$ cat src/rtl/rn_pkg.sv
package rn_pkg;
   typedef enum logic [2:0] {
      RN_IDLE     = 3'd0,
      RN_RUN      = 3'd1,
      RN_SQ_START = 3'd2,
      RN_SQ_BUSY  = 3'd3,
      RN_BLOCKED  = 3'd4,
      RN_UNBLOCK  = 3'd5,
      RN_BARRIER  = 3'd6
   } rn_state_e;
endpackage

$ cat src/rtl/rn_grant_calc.sv
module rn_grant_calc #(
   parameter int W  = 4,
   parameter int AW = 3,
   parameter int FW = 6
) (
   input  logic [AW-1:0] src,
   input  logic [FW-1:0] free_rob,
   input  logic [FW-1:0] free_iq,
   input  logic [FW-1:0] free_lsq,
   input  logic [FW-1:0] free_regs,
   input  logic [FW-1:0] in_flight,
   output logic [AW-1:0] grant,
   output logic          short_rob,
   output logic          short_iq,
   output logic          short_lsq,
   output logic          short_reg
);
   function automatic logic [FW-1:0] room(input logic [FW-1:0] f, input logic [FW-1:0] u);
      return (f > u) ? (f - u) : '0;
   endfunction

   logic [FW-1:0] a_rob, a_iq, a_lsq, srcw, m;

   always_comb begin
      a_rob = room(free_rob, in_flight);
      a_iq  = room(free_iq, in_flight);
      a_lsq = room(free_lsq, in_flight);
      srcw  = FW'(src);
      m     = FW'(W);
      if (srcw < m)      m = srcw;
      if (a_rob < m)     m = a_rob;
      if (a_iq < m)      m = a_iq;
      if (a_lsq < m)     m = a_lsq;
      if (free_regs < m) m = free_regs;
      grant     = AW'(m);
      short_rob = a_rob < srcw;
      short_iq  = a_iq < srcw;
      short_lsq = a_lsq < srcw;
      short_reg = free_regs < srcw;
   end
endmodule

$ cat src/rtl/rn_event_ctr.sv
module rn_event_ctr #(
   parameter int EW       = 8,
   parameter bit SATURATE = 1'b1
) (
   input  logic          clk,
   input  logic          rst_n,
   input  logic          inc,
   output logic [EW-1:0] cnt
);
   generate
      if (SATURATE) begin : g_sat
         always_ff @(posedge clk or negedge rst_n)
            if (!rst_n)                  cnt <= '0;
            else if (inc && cnt != '1)   cnt <= cnt + 1'b1;
      end else begin : g_wrap
         always_ff @(posedge clk or negedge rst_n)
            if (!rst_n)   cnt <= '0;
            else if (inc) cnt <= cnt + 1'b1;
      end
   endgenerate
endmodule

$ cat src/rtl/rn_thread_ctl.sv
module rn_thread_ctl
   import rn_pkg::*;
#(
   parameter int W        = 4,
   parameter int AW       = 3,
   parameter int FW       = 6,
   parameter int SW       = 4,
   parameter int EW       = 8,
   parameter bit SATURATE = 1'b1
) (
   input  logic          clk,
   input  logic          rst_n,
   input  logic [AW-1:0] avail,
   input  logic          head_barrier,
   input  logic          ser_after,
   input  logic [FW-1:0] free_rob,
   input  logic [FW-1:0] free_iq,
   input  logic [FW-1:0] free_lsq,
   input  logic [FW-1:0] free_regs,
   input  logic [FW-1:0] in_flight,
   input  logic          stall_exec,
   input  logic          stall_commit,
   input  logic          squash_req,
   input  logic          squash_done,
   input  logic          rob_empty,
   input  logic [SW-1:0] skid_cnt,
   output logic [2:0]    state_o,
   output logic [AW-1:0] ren_o,
   output logic          block_o,
   output logic          unblock_o,
   output logic          skid_ins_o,
   output logic          bar_go_o,
   output logic [EW-1:0] ev_rob_o,
   output logic [EW-1:0] ev_iq_o,
   output logic [EW-1:0] ev_lsq_o,
   output logic [EW-1:0] ev_reg_o
);
   rn_state_e st, nst;
   logic      pend, pend_n;
   logic [AW-1:0] skid_cl, src, grant, ren_n;
   logic sr, si, sl, sg, ext, short_any;
   logic blk_n, ub_n, ski_n, go_n;
   logic inc_r, inc_i, inc_l, inc_g;

   assign skid_cl   = (skid_cnt > SW'(W)) ? AW'(W) : AW'(skid_cnt);
   assign src       = (st == RN_UNBLOCK) ? skid_cl : avail;
   assign ext       = stall_exec | stall_commit;
   assign short_any = sr | si | sl | sg;

   rn_grant_calc #(.W(W), .AW(AW), .FW(FW)) u_calc (
      .src(src), .free_rob(free_rob), .free_iq(free_iq), .free_lsq(free_lsq),
      .free_regs(free_regs), .in_flight(in_flight), .grant(grant),
      .short_rob(sr), .short_iq(si), .short_lsq(sl), .short_reg(sg));

   always_comb begin
      nst    = st;
      ren_n  = '0;
      blk_n  = 1'b0;
      ub_n   = 1'b0;
      ski_n  = 1'b0;
      go_n   = 1'b0;
      pend_n = pend | ser_after;
      if (squash_req) begin
         nst    = RN_SQ_START;
         pend_n = 1'b0;
      end else begin
         case (st)
            RN_SQ_START: nst = RN_SQ_BUSY;
            RN_SQ_BUSY:  if (squash_done) nst = RN_IDLE;
            RN_BARRIER:
               if (rob_empty && in_flight == '0) begin
                  nst  = RN_RUN;
                  go_n = 1'b1;
               end
            RN_BLOCKED:  if (!ext) nst = RN_UNBLOCK;
            RN_UNBLOCK:
               if (ext || short_any) begin
                  nst   = RN_BLOCKED;
                  blk_n = 1'b1;
                  ren_n = ext ? '0 : grant;
               end else begin
                  ren_n = grant;
                  if (skid_cnt == '0) begin
                     nst  = RN_RUN;
                     ub_n = 1'b1;
                  end
               end
            default:
               if (src != '0 && (head_barrier || pend)) begin
                  nst    = RN_BARRIER;
                  pend_n = ser_after;
               end else if (ext || short_any) begin
                  nst   = RN_BLOCKED;
                  blk_n = 1'b1;
                  ren_n = ext ? '0 : grant;
                  ski_n = (src != ren_n);
               end else begin
                  ren_n = grant;
                  nst   = (src != '0) ? RN_RUN : RN_IDLE;
               end
         endcase
      end
   end

   // Shortage events: one queue source in fixed priority, register shortage on its own.
   always_comb begin
      inc_r = blk_n && !ext && sr;
      inc_i = blk_n && !ext && !sr && si;
      inc_l = blk_n && !ext && !sr && !si && sl;
      inc_g = blk_n && !ext && sg;
   end

   always_ff @(posedge clk or negedge rst_n) begin
      if (!rst_n) begin
         st         <= RN_IDLE;
         pend       <= 1'b0;
         ren_o      <= '0;
         block_o    <= 1'b0;
         unblock_o  <= 1'b0;
         skid_ins_o <= 1'b0;
         bar_go_o   <= 1'b0;
      end else begin
         st         <= nst;
         pend       <= pend_n;
         ren_o      <= ren_n;
         block_o    <= blk_n;
         unblock_o  <= ub_n;
         skid_ins_o <= ski_n;
         bar_go_o   <= go_n;
      end
   end

   assign state_o = st;

   rn_event_ctr #(.EW(EW), .SATURATE(SATURATE)) u_ev_rob (.clk(clk), .rst_n(rst_n), .inc(inc_r), .cnt(ev_rob_o));
   rn_event_ctr #(.EW(EW), .SATURATE(SATURATE)) u_ev_iq  (.clk(clk), .rst_n(rst_n), .inc(inc_i), .cnt(ev_iq_o));
   rn_event_ctr #(.EW(EW), .SATURATE(SATURATE)) u_ev_lsq (.clk(clk), .rst_n(rst_n), .inc(inc_l), .cnt(ev_lsq_o));
   rn_event_ctr #(.EW(EW), .SATURATE(SATURATE)) u_ev_reg (.clk(clk), .rst_n(rst_n), .inc(inc_g), .cnt(ev_reg_o));
endmodule

$ cat src/rtl/rn_stage_ctl.sv
module rn_stage_ctl
   import rn_pkg::*;
#(
   parameter int NT       = 2,
   parameter int W        = 4,
   parameter int FW       = 6,
   parameter int SW       = 4,
   parameter int EW       = 8,
   parameter bit SATURATE = 1'b1,
   localparam int AW      = $clog2(W + 1)
) (
   input  logic             clk,
   input  logic             rst_n,
   input  logic [NT*AW-1:0] avail,
   input  logic [NT-1:0]    head_barrier,
   input  logic [NT-1:0]    ser_after,
   input  logic [NT*FW-1:0] free_rob,
   input  logic [NT*FW-1:0] free_iq,
   input  logic [NT*FW-1:0] free_lsq,
   input  logic [NT*FW-1:0] free_regs,
   input  logic [NT*FW-1:0] in_flight,
   input  logic [NT-1:0]    stall_exec,
   input  logic [NT-1:0]    stall_commit,
   input  logic [NT-1:0]    squash_req,
   input  logic [NT-1:0]    squash_done,
   input  logic [NT-1:0]    rob_empty,
   input  logic [NT*SW-1:0] skid_cnt,
   output logic [NT*AW-1:0] ren_cnt,
   output logic [NT-1:0]    block_o,
   output logic [NT-1:0]    unblock_o,
   output logic [NT-1:0]    skid_ins_o,
   output logic [NT-1:0]    barrier_go,
   output logic [NT*3-1:0]  thr_state,
   output logic [NT*EW-1:0] ev_rob,
   output logic [NT*EW-1:0] ev_iq,
   output logic [NT*EW-1:0] ev_lsq,
   output logic [NT*EW-1:0] ev_reg,
   output logic             stage_active
);
   initial begin
      if (NT < 1 || W < 1)       $fatal(1, "rn_stage_ctl: NT and W must be positive");
      if (FW <= AW || SW < AW)   $fatal(1, "rn_stage_ctl: count widths too narrow for W");
      if (EW < 1)                $fatal(1, "rn_stage_ctl: EW must be positive");
   end

   for (genvar t = 0; t < NT; t++) begin : g_thr
      rn_thread_ctl #(.W(W), .AW(AW), .FW(FW), .SW(SW), .EW(EW), .SATURATE(SATURATE)) u_thr (
         .clk(clk), .rst_n(rst_n),
         .avail(avail[t*AW +: AW]),
         .head_barrier(head_barrier[t]), .ser_after(ser_after[t]),
         .free_rob(free_rob[t*FW +: FW]), .free_iq(free_iq[t*FW +: FW]),
         .free_lsq(free_lsq[t*FW +: FW]), .free_regs(free_regs[t*FW +: FW]),
         .in_flight(in_flight[t*FW +: FW]),
         .stall_exec(stall_exec[t]), .stall_commit(stall_commit[t]),
         .squash_req(squash_req[t]), .squash_done(squash_done[t]),
         .rob_empty(rob_empty[t]), .skid_cnt(skid_cnt[t*SW +: SW]),
         .state_o(thr_state[t*3 +: 3]), .ren_o(ren_cnt[t*AW +: AW]),
         .block_o(block_o[t]), .unblock_o(unblock_o[t]),
         .skid_ins_o(skid_ins_o[t]), .bar_go_o(barrier_go[t]),
         .ev_rob_o(ev_rob[t*EW +: EW]), .ev_iq_o(ev_iq[t*EW +: EW]),
         .ev_lsq_o(ev_lsq[t*EW +: EW]), .ev_reg_o(ev_reg[t*EW +: EW]));
   end

   logic quiet;
   always_comb begin
      quiet = 1'b1;
      for (int t = 0; t < NT; t++) begin
         if (!(thr_state[t*3 +: 3] == RN_IDLE || thr_state[t*3 +: 3] == RN_BLOCKED)) quiet = 1'b0;
         if (skid_cnt[t*SW +: SW] != '0) quiet = 1'b0;
      end
   end
   assign stage_active = !quiet;
endmodule

$ cat config.mk
export PLATFORM = sky130hd
export DESIGN_NAME = rn_stage_ctl
export DESIGN_NICKNAME = d
export VERILOG_FILES = /design/src/rtl/rn_pkg.sv /design/src/rtl/rn_grant_calc.sv /design/src/rtl/rn_event_ctr.sv /design/src/rtl/rn_thread_ctl.sv /design/src/rtl/rn_stage_ctl.sv
export SDC_FILE = /design/constraint.sdc
export NUM_CORES = 1
export LEC_CHECK = 0
export ABC_AREA = 0
export BUFFER_PORTS_ARGS = -buffer_cell sky130_fd_sc_hd__buf_4
export CORE_ASPECT_RATIO = 1.1
export CORE_MARGIN = 8
export CORE_UTILIZATION = 42
export CTS_BUF_LIST = sky130_fd_sc_hd__clkbuf_4 sky130_fd_sc_hd__clkbuf_8 sky130_fd_sc_hd__clkbuf_16
export CTS_CLUSTER_DIAMETER = 120
export CTS_CLUSTER_SIZE = 28
export DETAILED_ROUTE_END_ITERATION = 6
export REMOVE_ABC_BUFFERS = 1
export SYNTH_ARGS = -nofsm -noshare
export SYNTH_HDL_FRONTEND = slang
export SYNTH_SLANG_ARGS = --single-unit
$ cat constraint.sdc
create_clock -name clk -period 9.1 [get_ports clk]
set_input_delay 1.82 -clock clk [delete_from_list [all_inputs] [get_ports clk]]
set_output_delay 1.82 -clock clk [all_outputs]
set_load 0.005 [all_outputs]
==> Word-level counts from Yosys, hierarchy flattened <==
Index checks and enable logic that the tools add are counted.
{ "word_totals": {"ff_bits": 86, "latch_bits": 0, "ramBits": 0, "romBits": 0, "input_bits": 90, "wordCells": 245, "mem_count": 0} }
{ "op_classes": {"n_addsub": 14, "mul": 0, "div_mod_pow": 0, "order_cmp": 26, "n_eq_ne": 28, "shift": 0, "n_mux": 90, "bitwise_logic": 10, "n_reduce_logical": 55} }
{ "ops": {"columns": ["cell", "count"], "rows": [
  ["3-bit 2-to-1 mux", 32],
  ["6-bit 2-to-1 mux", 12],
  ["8-bit by 1-bit adder with 8-bit output, second input constant", 8],
  ["8-bit != test, second input constant", 8],
  ["6-bit by 3-bit < comparator with 1-bit output", 8],
  ["6-bit < comparator", 8],
  ["1-bit 2-to-1 mux", 40],
  ["6-bit greater-than comparator", 6],
  ["6-bit subtractor", 6],
  ["3-bit one-hot mux with 5 select lines", 2],
  ["1-bit logical AND", 26],
  ["3-bit equality test, second input constant", 6],
  ["3-bit by 2-bit equality test with 1-bit output, second input constant", 4],
  ["6-bit logical NOT", 2],
  ["3-bit != test, second input constant", 4],
  ["3-bit one-hot mux with 2 select lines", 2],
  ["1-bit OR", 10],
  ["5-bit OR reduction", 2],
  ["4-bit by 3-bit greater-than comparator with 1-bit output, second input constant", 2],
  ["4-bit logical NOT", 2],
  ["4-bit != test, second input constant", 2],
  ["4-bit AND reduction", 2],
  ["4-bit nonzero test", 2],
  ["4-bit OR reduction", 2],
  ["8 further kinds", 25]
]} }

==> Logic depth before layout (Yosys ltp) <==
{ "logic_depth": {"depth_word": 19, "mapped_depth": 40, "mapped_depth_nobuf": 40} }

==> Hierarchy <==
Synthesis repeated with hierarchy kept, for this count alone.
{ "hier_totals": {"cells_unflattened": 932, "area_unflattened_um2": 8466.9} }
{ "modules_own_cells": {"columns": ["module", "instances", "cells_each", "area_each_um2", "seq_area_each_um2"], "rows": [
  ["rn_event_ctr", 8, 34, 407.9, 200.2],
  ["rn_thread_ctl", 2, 99, 865.8, 275.3],
  ["rn_grant_calc at g_thr[0].u_thr.u_calc", 1, 230, 1726.7, 0.0],
  ["rn_grant_calc at g_thr[1].u_thr.u_calc", 1, 228, 1721.7, 0.0],
  ["rn_stage_ctl", 1, 4, 23.8, 0.0]
]} }

==> Worst setup path before layout <==
No wires, ideal clock.
{ "synth_timing": {"kind": "in2reg", "startpoint": "input free_rob[6]", "endpoint": "register g_thr[1].u_thr.skid_ins_o", "setup_ps": 119, "arrival_time_ps": 9176, "slack_ps": -195, "path_stages": 39, "cell_sequence": "inv_1 -> ha_1 -> inv_1 -> fa_1 -> a21o_2 -> a31oi_2 -> nor2_1 -> and2_1 -> ha_1 -> o21ai_0 -> a221o_1 -> a21oi_1 -> a31o_2 -> inv_1 -> ha_1 -> or2_2 -> o41ai_2 -> o311ai_4 -> (+3 left out) -> a21o_1 -> a21o_1 -> a21oi_1 -> nor2b_1 -> o21ai_0 -> o31ai_1 -> mux2i_4 -> nor4_1 -> a31oi_1 -> ha_1 -> a21o_1 -> a21o_1 -> a211oi_1 -> o41ai_4 -> mux2_4 -> xor2_1 -> o32a_1 -> o21ba_1"} }
{ "synth_between": {"elab_chain_len": 16, "elab_cells_between_ends": 22, "classes_between": "1 x add/sub; 6 x order compare; 1 x eq/ne; 10 x mux; 3 x bitwise; 1 x reduce/logical"} }
{ "synth_rtl": {"columns": ["item", "line_no", "text"], "rows": [
  ["start: declaration", "rn_stage_ctl.sv:17", "input logic [NT*FW-1:0] free_rob,"],
  ["6-bit subtractor / 6-bit greater-than comparator (equally long branches)", "rn_grant_calc.sv:19", "return (f > u) ? (f - u) : '0;"],
  ["6-bit 2-to-1 mux *", "rn_grant_calc.sv:19", null],
  ["6-bit < comparator", "rn_grant_calc.sv:31", "if (a_rob < m) m = a_rob;"],
  ["6-bit 2-to-1 mux", "rn_grant_calc.sv:31", null],
  ["6-bit < comparator", "rn_grant_calc.sv:32", "if (a_iq < m) m = a_iq;"],
  ["6-bit 2-to-1 mux", "rn_grant_calc.sv:32", null],
  ["6-bit < comparator", "rn_grant_calc.sv:33", "if (a_lsq < m) m = a_lsq;"],
  ["6-bit 2-to-1 mux", "rn_grant_calc.sv:33", null],
  ["6-bit < comparator", "rn_grant_calc.sv:34", "if (free_regs < m) m = free_regs;"],
  ["3-bit 2-to-1 mux", "rn_grant_calc.sv:34", null],
  ["3-bit 2-to-1 mux", "rn_thread_ctl.sv:95", "ren_n = ext ? '0 : grant;"],
  ["3-bit != test", "rn_thread_ctl.sv:96", "ski_n = (src != ren_n);"],
  ["1-bit 2-to-1 mux *", "rn_thread_ctl.sv:92", "end else if (ext || short_any) begin"],
  ["1-bit 2-to-1 mux *", "rn_thread_ctl.sv:89", "if (src != '0 && (head_barrier || pend)) begin"],
  ["1-bit 2-to-1 mux *", "rn_thread_ctl.sv:67", "case (st)"],
  ["1-bit 2-to-1 mux *", "rn_thread_ctl.sv:63", "if (squash_req) begin"],
  ["named net g_thr[1].u_thr.ski_n", "rn_thread_ctl.sv:42", "logic blk_n, ub_n, ski_n, go_n;"],
  ["end signal: assignment", "rn_thread_ctl.sv:128", "skid_ins_o <= ski_n;"],
  ["end: declaration", "rn_thread_ctl.sv:31", "output logic skid_ins_o,"]
]} }
Mark *: on every way through the listed nets, which the timed path passes. The rest lies on a longest branch.
A chain may end at the register's enable or synchronous reset.

==> Final worst setup path <==
{ "layout_timing": {"startpoint": "input free_rob[0]", "endpoint": "register g_thr[0].u_thr.skid_ins_o"} }
{ "layout_between": {"elab_chain_len": 16, "elab_cells_between_ends": 22, "classes_between": "1 x add/sub; 6 x order compare; 1 x eq/ne; 10 x mux; 3 x bitwise; 1 x reduce/logical"} }
{ "layout_rtl": {"columns": ["item", "line_no"], "rows": [
  ["6-bit subtractor / 6-bit greater-than comparator (equally long branches)", "rn_grant_calc.sv:19"],
  ["6-bit 2-to-1 mux *", "rn_grant_calc.sv:19"],
  ["6-bit < comparator", "rn_grant_calc.sv:31"],
  ["6-bit 2-to-1 mux", "rn_grant_calc.sv:31"],
  ["6-bit < comparator", "rn_grant_calc.sv:32"],
  ["6-bit 2-to-1 mux", "rn_grant_calc.sv:32"],
  ["6-bit < comparator", "rn_grant_calc.sv:33"],
  ["6-bit 2-to-1 mux", "rn_grant_calc.sv:33"],
  ["6-bit < comparator", "rn_grant_calc.sv:34"],
  ["3-bit 2-to-1 mux", "rn_grant_calc.sv:34"],
  ["3-bit 2-to-1 mux", "rn_thread_ctl.sv:95"],
  ["3-bit != test", "rn_thread_ctl.sv:96"],
  ["1-bit 2-to-1 mux *", "rn_thread_ctl.sv:92"],
  ["1-bit 2-to-1 mux *", "rn_thread_ctl.sv:89"],
  ["1-bit 2-to-1 mux *", "rn_thread_ctl.sv:67"],
  ["1-bit 2-to-1 mux *", "rn_thread_ctl.sv:63"],
  ["named net g_thr[0].u_thr.ski_n", "rn_thread_ctl.sv:42"],
  ["end signal: assignment", "rn_thread_ctl.sv:128"],
  ["end: declaration", "rn_thread_ctl.sv:31"]
]} }
Marks and branches as above.

==> results by group <==
Synth
  • Synth Area in Adders: 0.161
  • Async SR Flop Fraction: 1.00
  • Syn avg cell area: 8.72 µm²
  • Main flop type after synthesis: dfrtp_1
  • Synth warn: 0
  • Seq/Total Area, Yosys: 0.275
  • Cells after Synth: 897
  • Post-Synth XOR/XNOR Area: 0.0885
  • Mux cell area share after synthesis: 0.0307
  • #FFs+latches synth: 86
  • Simple-Gate Fraction of Synth Area: 0.218
  • Distinct cells, synth: 79
  • Synth Area in Compound Gates: 0.185
  • EDFF count, synth: 0
  • Largest family of logic cells by synthesized area: simple AND/OR/NAND/NOR gates
  • Post-Syn Area: 7820 µm²

Placement
  • Post-DP HPWL: 18.2 mm
  • Number of I/O port buffers: 174
  • Placer Congestion: 0.864

Critical path
  • R2R Setup Slk: 1710 ps
  • Critical Path RT: 9330 ps
  • WP data arrival: 9030 ps
  • CP most frequent cell: buf_4
  • Worst Path Max Fanout: 4
  • CP Launch Type: primary input
  • Largest stage delay on the critical path: 390 ps
  • CP Capture Type: flop
  • Kind of critical path: primary input to flop
  • Slowest cell on crit path: fa_2
  • Reg-to-Reg End: g_thr[0].u_thr.skid_ins_o$_DFF_PN0_
  • Reg-to-Reg Start: g_thr[0].u_thr.state_o[1]$_DFFE_PN0P_
  • R2R depth: 37

Power
  • Combinational power share: 0.528
  • Pwr/cell area: 163 nW/µm²
  • NetSw: 655 µW
  • Sw Share: 0.379
  • Clk network pwr share: 0.203
  • Leakage power: 0.00532 µW
  • VDD IR max: 95.0 µV
  • Reg power frac: 0.269
  • Total Power: 1730 µW
  • Int Pwr: 1080 µW

GRT
  • Vias in the first global route: 7,465
  • Largest net degree at the start of global routing: 79
  • Gr ovfl total: 0
  • Initial antenna violation count: 0
  • Total track usage: 0.186
  • First-pass GRT wire length: 36.5 mm

Timing
  • Crit path time final: 8800 ps
  • Period utilization: 0.968
  • Final hold violation count: 0
  • Final setup violating endpoints: 0
  • Clock Skew: 6.11 ps
  • Final hold slack: 493 ps
  • Max Slew Vio Count: 0
  • Max Clk Rate: 114 MHz
  • Worst-Margin Slew: 986 ps
  • Slew HR: 0.343

Run
  • Max-cap viol count: 0

Detailed routing
  • DR iter-0 viols: 217
  • Final wirelength: 22.1 mm
  • Total number of vias: 7,452
  • Avg WL per Cell: 15.6 µm
  • DRC viols: 0
  • DR pass1 iterations: 4
  • DRT antenna net count: 0
  • Via/cell ratio: 5.25

Clock tree
  • Clock Tree Root: clkbuf_16
  • Clock buffer count from CTS: 9
  • CTS tree: built
  • Clk slew on worst S/H paths: 70 ps
  • H-tree levels: 3
  • Clk_lat worst skew: 330 ps
  • # clock sinks: 86
  • Hold buffer count at cts: 0
  • Max Root-Sink Buffers: 2

Floorplanning
  • Core Region: 18,300 µm²
  • Cell Rows: 52
  • Die Wd: 146 µm
  • Die Y: 159 µm
  • Total die area: 23,200 µm²
  • Starting Density: 0.426
  • IO Count: 175

Hold path
  • HP Start: g_thr[1].u_thr.u_ev_iq.cnt[6]$_DFFE_PN0P_
  • Worst Hold Class: flop to flop
  • Hold endpoint: g_thr[1].u_thr.u_ev_iq.cnt[6]$_DFFE_PN0P_
  • Min-Delay Path Depth: 1

Outcome
  • Run status: completed

Finish
  • N_diodes: 0
  • Layout cells sized above 1: 0.310
  • Layout fillers: 1,752
  • Area grow syn2layout: 35.9%
  • Layout Nets: 1,357
## per-stage QoR
stage | std cells | cell area, µm² | utilization | worst slack (ps) | setup TNS (ps)
2_1_floorplan | 883 | 7720 | - | -195 | -299
3_3_place_gp | 1391 | 10000 | 0.546 | -246 | -306
3_5_place_dp | 1391 | 10000 | 0.546 | -541 | -743
4_1_cts | 1411 | 10400 | 0.565 | 44.3 | 0
5_1_grt | 1419 | 10600 | 0.579 | -88.9 | -92.7
6_report | 1419 | 10600 | 0.579 | 296 | 0
## per-layer routing
layer,wire [µm],global-route usage
met5,0,0
met4,403,0.0488
met3,1150,0.0392
met2,10800,0.318
met1,9740,0.232
## state kept, by name (all words and copies together) (netlist names)
register                  count
g_thr.u_thr.u_ev_lsq.cnt     16
g_thr.u_thr.state_o           6
g_thr.u_thr.unblock_o         2
g_thr.u_thr.u_ev_iq.cnt      16
g_thr.u_thr.u_ev_rob.cnt     16
g_thr.u_thr.u_ev_reg.cnt     16
g_thr.u_thr.ren_o             6
g_thr.u_thr.pend              2
g_thr.u_thr.skid_ins_o        2
g_thr.u_thr.block_o           2
g_thr.u_thr.bar_go_o          2
## cell usage after synthesis (all sizes together), types with 5 or more instances
| master | number | area, µm² |
|---|---|---|
| nand4 | 25 | 156 |
| xor2 | 26 | 228 |
| o21a | 8 | 60.1 |
| inv | 55 | 206 |
| mux2i | 10 | 113 |
| nor2b | 9 | 56.3 |
| nor3b | 9 | 67.6 |
| and2 | 9 | 56.3 |
| clkbuf | 6 | 22.5 |
| ha | 90 | 1130 |
| or3 | 7 | 43.8 |
| a21oi | 54 | 270 |
| nor3 | 31 | 155 |
| mux2 | 11 | 128 |
| or2 | 9 | 56.3 |
| nand3 | 25 | 125 |
| nand3b | 6 | 48.8 |
| dfrtp | 86 | 2150 |
| nand2 | 79 | 297 |
| fa | 6 | 120 |
| o21ai | 44 | 220 |
| a211oi | 7 | 52.6 |
| a21o | 28 | 213 |
| a211o | 5 | 43.8 |
| nand2b | 15 | 93.8 |
| and4 | 5 | 43.8 |
| a31oi | 9 | 68.8 |
| xnor2 | 53 | 464 |
| nor4 | 9 | 56.3 |
| nor2 | 62 | 233 |
| and3 | 19 | 119 |
| buf | 13 | 90.1 |
## power groups by stage
stage | Combinational, µW | Clock (µW) | Sequential, µW
after floorplan | 499 | 0 | 460
after global placement | 828 | 0 | 473
after detailed placement | 836 | 0 | 473
after CTS | 850 | 366 | 466
after global routing | 1020 | 381 | 475
final | 914 | 351 | 466
## worst max path at each step
stage,startpoint,endpoint,slack (ps),cells after the start
floorplan,free_rob[6],g_thr[1].u_thr.skid_ins_o$_DFF_PN0_,-190,39
global placement,free_rob[0],g_thr[0].u_thr.skid_ins_o$_DFF_PN0_,-250,42
detailed placement,free_rob[0],g_thr[0].u_thr.skid_ins_o$_DFF_PN0_,-540,42
CTS,free_rob[0],g_thr[0].u_thr.skid_ins_o$_DFF_PN0_,40,43
global route,free_rob[0],g_thr[0].u_thr.skid_ins_o$_DFF_PN0_,-90,43
finish,free_rob[0],g_thr[0].u_thr.skid_ins_o$_DFF_PN0_,300,42
## cell families (layout without fill, tap and decap cells)
| group | Yosys count | in the layout |
|---|---|---|
| AO/OA/AOI/OAI | 209 | 209 |
| multiplexers | 21 | 21 |
| AND/OR/NAND/NOR | 330 | 330 |
| other | 1 | 6 |
| buffers and inverters | 74 | 348 |
| adder cells (fa/ha/maj) | 97 | 97 |
| flip-flops | 86 | 86 |
| XOR/XNOR | 79 | 79 |
## what timing repair did
action,4_1_cts,5_1_grt
setup endpoints to repair,1,6
hold endpoints to repair,0,0
gates resized for setup,5,44
pin swaps,4,20
buffers inserted,4,8
## critical path, delay by kind of cell
kind | cells | cell delay [ps]
simple gates | 10 | 1700
mux | 1 | 220
buf+inv | 7 | 760
fa+ha+maj | 6 | 1430
compound gates | 18 | 3100
## final cells by class
cell class              instances  area [µm²]  share of cell area
flip-flops and latches         86        2150               0.203
clock inverters                 6        52.6             0.00495
well taps                     243         304              0.0286
multi-input cells             742        5580               0.526
repair buffers                277        2080               0.196
clock buffers                  10         239              0.0225
inverters                      55         206              0.0194
## layout by cell type (no fill, tap or decap), drive strengths merged, types with 4 or more instances in the layout
master | synthesis | final
clkbuf | 6 | 10
nor3b | 9 | 9
nor2 | 62 | 62
a31oi | 9 | 9
xor2 | 26 | 26
nor3 | 31 | 31
or3 | 7 | 7
o21ai | 44 | 44
nand2b | 15 | 15
a211oi | 7 | 7
xnor2 | 53 | 53
and4 | 5 | 5
inv | 55 | 58
a311oi | 4 | 4
mux2 | 11 | 11
o21bai | 4 | 4
a21oi | 54 | 54
and2 | 9 | 9
conb | 1 | 6
nor2b | 9 | 9
mux2i | 10 | 10
nand4 | 25 | 25
ha | 90 | 90
o31a | 4 | 4
buf | 13 | 277
fa | 6 | 6
nand2 | 79 | 79
dfrtp | 86 | 86
a21o | 28 | 28
o21a | 8 | 8
or2 | 9 | 9
a211o | 5 | 5
o22ai | 4 | 4
nor4b | 4 | 4
nand3b | 6 | 6
nand3 | 25 | 25
and3 | 19 | 19
nor4 | 9 | 9
Note: power is estimated with default switching activity, not from simulation.
